$ cat src/rtl/pair_deadtime_pkg.sv
package pair_deadtime_pkg;
  localparam int unsigned PAIRS_DEF = 3;
  localparam int unsigned DT_W_DEF  = 8;

  typedef struct packed {
    logic hi_o;
    logic hi_e;
  } pair_req_t;
endpackage

$ cat src/rtl/pdg_cfg_reg.sv
module pdg_cfg_reg #(
  parameter int unsigned DT_W = 8
) (
  input  logic            clk,
  input  logic            rst,
  input  logic            pair_mode,
  input  logic            wr_en,
  input  logic [DT_W-1:0] wr_dt,
  input  logic            wr_comp,
  output logic [DT_W-1:0] dt_q,
  output logic            comp_q
);
  logic wr_blocked;

  // clearing complementary mode is refused while the paired-mode input is high
  assign wr_blocked = comp_q && !wr_comp && pair_mode;

  always_ff @(posedge clk) begin
    if (rst) begin
      dt_q   <= '1;
      comp_q <= 1'b1;
    end else if (wr_en && !wr_blocked) begin
      dt_q   <= wr_dt;
      comp_q <= wr_comp;
    end
  end
endmodule

$ cat src/rtl/pdg_pair_steer.sv
module pdg_pair_steer
  import pair_deadtime_pkg::*;
(
  input  logic      on_e,
  input  logic      on_o,
  input  logic      pen_e,
  input  logic      pen_o,
  input  logic      pwm,
  input  logic      comp,
  output pair_req_t req
);
  logic lvl_e, lvl_o;

  assign lvl_e = pen_e ? pwm : 1'b1;
  assign lvl_o = pen_o ? pwm : 1'b1;

  always_comb begin
    req = '0;
    if (!comp) begin
      req.hi_e = on_e & lvl_e;
      req.hi_o = on_o & lvl_o;
    end else if (on_e && !on_o) begin
      req.hi_e = lvl_e;
      req.hi_o = pen_e & ~pwm;
    end else if (on_o && !on_e) begin
      req.hi_o = lvl_o;
      req.hi_e = pen_o & ~pwm;
    end
    // both active or both idle under complementary mode: both low
  end
endmodule

$ cat src/rtl/pdg_dt_unit.sv
module pdg_dt_unit
  import pair_deadtime_pkg::*;
#(
  parameter int unsigned DT_W = 8
) (
  input  logic            clk,
  input  logic            rst,
  input  pair_req_t       req,
  input  logic [DT_W-1:0] dt,
  output logic            out_e,
  output logic            out_o
);
  localparam logic [DT_W-1:0] AGE_MAX = '1;

  pair_req_t       req_q;
  logic [DT_W-1:0] age_q, age_d;
  logic            ripe;

  // age counts the sampling edges since the requested pattern last changed
  always_comb begin
    if (req != req_q)
      age_d = '0;
    else if (age_q == AGE_MAX)
      age_d = age_q;
    else
      age_d = age_q + 1'b1;
  end

  assign ripe = (age_d >= dt);

  always_ff @(posedge clk) begin
    if (rst) begin
      req_q <= '0;
      age_q <= '0;
      out_e <= 1'b0;
      out_o <= 1'b0;
    end else begin
      req_q <= req;
      age_q <= age_d;
      out_e <= req.hi_e & ripe;
      out_o <= req.hi_o & ripe;
    end
  end
endmodule

$ cat src/rtl/pair_deadtime_drv.sv
module pair_deadtime_drv
  import pair_deadtime_pkg::*;
#(
  parameter int unsigned PAIRS = PAIRS_DEF,
  parameter int unsigned DT_W  = DT_W_DEF
) (
  input  logic               clk,
  input  logic               rst,
  input  logic               pwm_src,
  input  logic [2*PAIRS-1:0] ch_on,
  input  logic [2*PAIRS-1:0] ch_pwm,
  input  logic               pair_mode,
  input  logic               cfg_we,
  input  logic [DT_W-1:0]    cfg_dt,
  input  logic               cfg_comp,
  output logic [2*PAIRS-1:0] drv_out
);
  localparam int unsigned NCH = 2 * PAIRS;

  logic [DT_W-1:0] dt_q, dt_eff;
  logic            comp_q;

  pdg_cfg_reg #(.DT_W(DT_W)) u_cfg (
    .clk       (clk),
    .rst       (rst),
    .pair_mode (pair_mode),
    .wr_en     (cfg_we),
    .wr_dt     (cfg_dt),
    .wr_comp   (cfg_comp),
    .dt_q      (dt_q),
    .comp_q    (comp_q)
  );

  // no deadtime is inserted when the channels run independently
  assign dt_eff = comp_q ? dt_q : '0;

  logic [NCH-1:0] out_w;

  for (genvar p = 0; p < PAIRS; p++) begin : g_pair
    pair_req_t req;

    pdg_pair_steer u_steer (
      .on_e  (ch_on[2*p]),
      .on_o  (ch_on[2*p+1]),
      .pen_e (ch_pwm[2*p]),
      .pen_o (ch_pwm[2*p+1]),
      .pwm   (pwm_src),
      .comp  (comp_q),
      .req   (req)
    );

    pdg_dt_unit #(.DT_W(DT_W)) u_dt (
      .clk   (clk),
      .rst   (rst),
      .req   (req),
      .dt    (dt_eff),
      .out_e (out_w[2*p]),
      .out_o (out_w[2*p+1])
    );
  end

  assign drv_out = out_w;
endmodule

$ cat config.mk
export PLATFORM = sky130hd
export DESIGN_NAME = pair_deadtime_drv
export DESIGN_NICKNAME = d
export VERILOG_FILES = /design/src/rtl/pair_deadtime_pkg.sv /design/src/rtl/pdg_cfg_reg.sv /design/src/rtl/pdg_pair_steer.sv /design/src/rtl/pdg_dt_unit.sv /design/src/rtl/pair_deadtime_drv.sv
export SDC_FILE = /design/constraint.sdc
export NUM_CORES = 1
export LEC_CHECK = 0
export BUFFER_PORTS_ARGS = -buffer_cell sky130_fd_sc_hd__buf_2
export CAP_MARGIN = 15
export CORE_UTILIZATION = 35
export DETAILED_ROUTE_END_ITERATION = 16
export GPL_ROUTABILITY_DRIVEN = 0
export GPL_TIMING_DRIVEN = 0
export PLACE_DENSITY = 0.56
export SYNTH_ARGS = -nofsm -noshare
export SYNTH_HDL_FRONTEND = slang
export SYNTH_SLANG_ARGS = --single-unit
export TNS_END_PERCENT = 1
$ cat constraint.sdc
create_clock -name clk -period 4.9 [get_ports clk]
set_input_delay 0.735 -clock clk [delete_from_list [all_inputs] [get_ports clk]]
set_output_delay 0.735 -clock clk [all_outputs]
set_load 0.1 [all_outputs]
==> summary by stage <==
CTS
The number of setup buffers added after CTS is 0. In this run the clock root is driven by a clkbuf_8. The longest clock path from root to sink contains 2 buffers. TritonCTS built the clock tree. Hold repair after CTS inserted 0 buffers.

The H-tree depth is 2. Clock-pin slew was measured on the worst setup and hold paths at around 0.09 ns. In this run, CTS created clock tree buffers numbering 5. For the worst-skew pair, the clock arrives at the later sink with an insertion delay of around 0.3 ns. CTS saw 45 sinks. The quantity of gates resized following cts is 0.

Synth
Each instance of the synthesized netlist takes up on average around 9 um^2. The main combinational cell family by area after synthesis is simple AND/OR/NAND/NOR gates. The largest total area in the synthesized netlist belongs to dfxtp_1. The summed instance area of the synthesized netlist is 0.00279 mm^2. The share of synthesized area in the top cell type comes to 0.323. In the post-synthesis netlist, the biggest area contributors are dfxtp_1 32%, ha_1 12%, nor2_1 4.4%.

Of the total synthesized cell area, the portion taken by XOR and XNOR cells is 0.0126. The sequential element share of the synthesized area is 0.323. The synthesized-area fraction occupied by ao, oa, aoi and oai cells is 0.114. The number of storage elements in the synthesis netlist is 45. The area fraction in and, or, nand and nor cells after synthesis is 0.354. Yosys printed 0 warnings. The number of nets in the synthesized netlist is 367.

Of the total synthesized cell area, the portion taken by full adders, half adders and majority gates is 0.121. The cell count after synthesis came out at 314. The post-synthesis mux area share is 0.0328.

The number of unique standard cell types used by synthesis is 39.

STA
The worst pin sits at a relative slew slack of 0.550. The final hold violation count was 0. The clock period minus worst slack is 3.10 ns. The share of the clock period used by the worst path after layout is 0.634. The final max-slew violation count is 0. The final-report setup violation count is 0.

The transition time of the tightest slew-check pin is 0.675 ns. Setup repair after global routing left no endpoint under its margin. The setup clock skew after layout is 0.0111 ns. Setup total negative slack on the finished layout was measured at 0 ns.

For this run, the top clock speed supported by timing is 322 MHz. On the final layout, the worst hold slack is 0.465 ns.

Outcome
The run finished with clean final reports.

Placed design
The placed wire-length estimate after detailed placement is between 4 and 5 mm. In this run, placement finished with an instance count of 446. In this run the tool buffered the top-level ports with 30 buffer cells.

Drt
In the routed layout, each cell is associated on average with a via count of 5.07. Dividing the detail-routed wire length by the instance count gives 12.4 um. The violation count after the first detailed-route iteration is 70.

The via total after detailed routing is 2302. In this run the remaining antenna-violating nets after routing total 0. The final wirelength is 5.63 mm. The first-pass iteration count of the detailed router is 4. For this run, design rule violations remaining after detail routing come to 0.

Cells and area
At the end of the flow, the number of nets in the layout was ~400. The commonest non-fill, non-tap cell in the layout is dfxtp_1. The multi-input gate area in the final layout is 0.00177 mm^2.

The number of antenna repair diodes is 0. The top cell types in the final layout, fill and taps aside, are 45 x dfxtp_1, 33 x nor2_1, 31 x buf_2. Excluding fillers, the count of instances in the completed layout stands at 454. The number of inserted filler cells in the final layout is 803. The register cell area after layout is 901 um^2. Of the cells placed in the final design, the portion with a size suffix greater than 1 is 0.207. From synthesis to final layout, the design area changed by 14.3%. At the end of the flow the core is filled with cells to 0.412.

Floorplanning
In this run the vertical extent of the chip is 91.2 um. The die covers 0.00832 mm^2. The effective utilization at floorplan is 0.360. The row count is 32. The floorplan step defined a core boundary enclosing 0.00773 mm^2. The die width is 91.2 um. The number of top-level design ports is 32.

Global route
The global-route total usage across every layer is 0.142. The via count of the first global-routing pass came to 2132. The first-pass GRT wire length is between 9 and 10 mm. Entering global routing, the biggest net connects 15 pins.

The initial antenna violation count is 0. The total overflow left after global routing is 0.

Run
Max-cap violations in this run came to 0.

Power and ir drop
The total power density per cell area is roughly 260 mW/mm^2. Power comes to between 800 and 900 uW. The leakage dissipation is 0.00146 uW.

Across the VDD grid, the largest voltage drop is 0.123 mV.

Critical path
The worst setup path is launched from a primary input. The critical path is of the in2reg type. Along the worst path, the maximum fanout reaches 10. STA classifies the critical path endpoint as a flip-flop. The worst path required time is 5.06 ns.

The arrival time of the worst setup path is 3.27 ns.

Worst hold path
The path class of the tightest hold or removal check is reg2reg.
-- kinds of logic (layout without fill, tap and decap cells) --
logic type	Yosys count	in the layout
adders and majority gates	27	27
AOI/OAI and AO/OA	45	45
DFF	45	45
muxes	9	9
buffers and inverters	18	56
and+or+nand+nor	166	166
xor gates and xnor gates	4	4
-- layout make-up --
| cell class | count | area share |
|---|---|---|
| plain buffers | 17 | 0.0358 |
| clock buffers | 6 | 0.0259 |
| clock inverters | 2 | 0.0118 |
| inverters | 1 | 0.00118 |
| multi-input cells | 251 | 0.555 |
| flip-flops and latches | 45 | 0.283 |
| well taps | 102 | 0.0401 |
| repair buffers | 30 | 0.0472 |
-- cells in the mapped netlist (all sizes together) --
cell	number
a31oi	1
and3	19
and2	5
nand4	3
nor3b	3
a221o	1
a221oi	3
nand3b	1
xor2	1
and4	1
o21bai	3
nor3	30
a21o	4
nand4b	3
nand3	24
a211o	8
inv	1
dfxtp	45
ha	27
a21oi	6
nand2b	15
mux2i	8
o2111a	3
buf	12
mux2	1
or3	3
o21ai	13
or3b	3
a211oi	3
nand2	21
or2	2
clkbuf	5
xnor2	3
nor2	33
-- worst max-delay path, stage by stage --
cell	delay, ns
buf_2	0.12
nand2b_1	0.15
and3_1	0.19
or3b_4	0.41
nand4b_4	0.15
buf_6	0.16
nor2_1	0.06
ha_1	0.31
a211oi_1	0.22
o21ai_0	0.13
a221oi_1	0.52
nor3_1	0.10
-- through the flow --
step                      setup WS [ns]  cell area (um^2)
final                              1.80              3180
after global routing               1.57              3180
after CTS                          1.80              3180
after detailed placement           1.48              3060
after global placement             1.51              3060
after floorplan                    2.00              2790
-- power by group --
part           switching, uW  internal [uW]  total, uW  leakage (uW)
Clock                    129            166        295     0.0000574
Sequential              7.94            379        387      0.000367
Combinational           88.5           67.7        156       0.00103
-- layer usage --
metal	up-vias	track usage	share of wire
met3	5	0.0226	0.022
met1	1049	0.186	0.51
met5	-	0	0
met2	30	0.238	0.45
met4	0	0.0437	0.013
li1	1218	-	-
-- path summary, 6_finish.rpt --
path | depth (start not counted) | startpoint | end | slack [ns]
setup / recovery | 12 | pwm_src | g_pair[1].u_dt.out_o | 1.80
hold / removal | 1 | u_cfg.dt_q[0] | u_cfg.dt_q[0] | 0.46
setup reg to reg | 12 | u_cfg.comp_q | g_pair[1].u_dt.out_o | 1.97
hold reg to reg | 1 | u_cfg.dt_q[0] | u_cfg.dt_q[0] | 0.46
-- sequential cells by signal, summed over array words and instances, names as in the netlist --
name / cells
g_pair.u_dt.out_e: 3
u_cfg.dt_q: 8
g_pair.u_dt.age_q: 24
u_cfg.comp_q: 1
g_pair.u_dt.out_o: 3
g_pair.u_dt.req_q: 6
No activity file was read; power rests on OpenSTA's default activity.
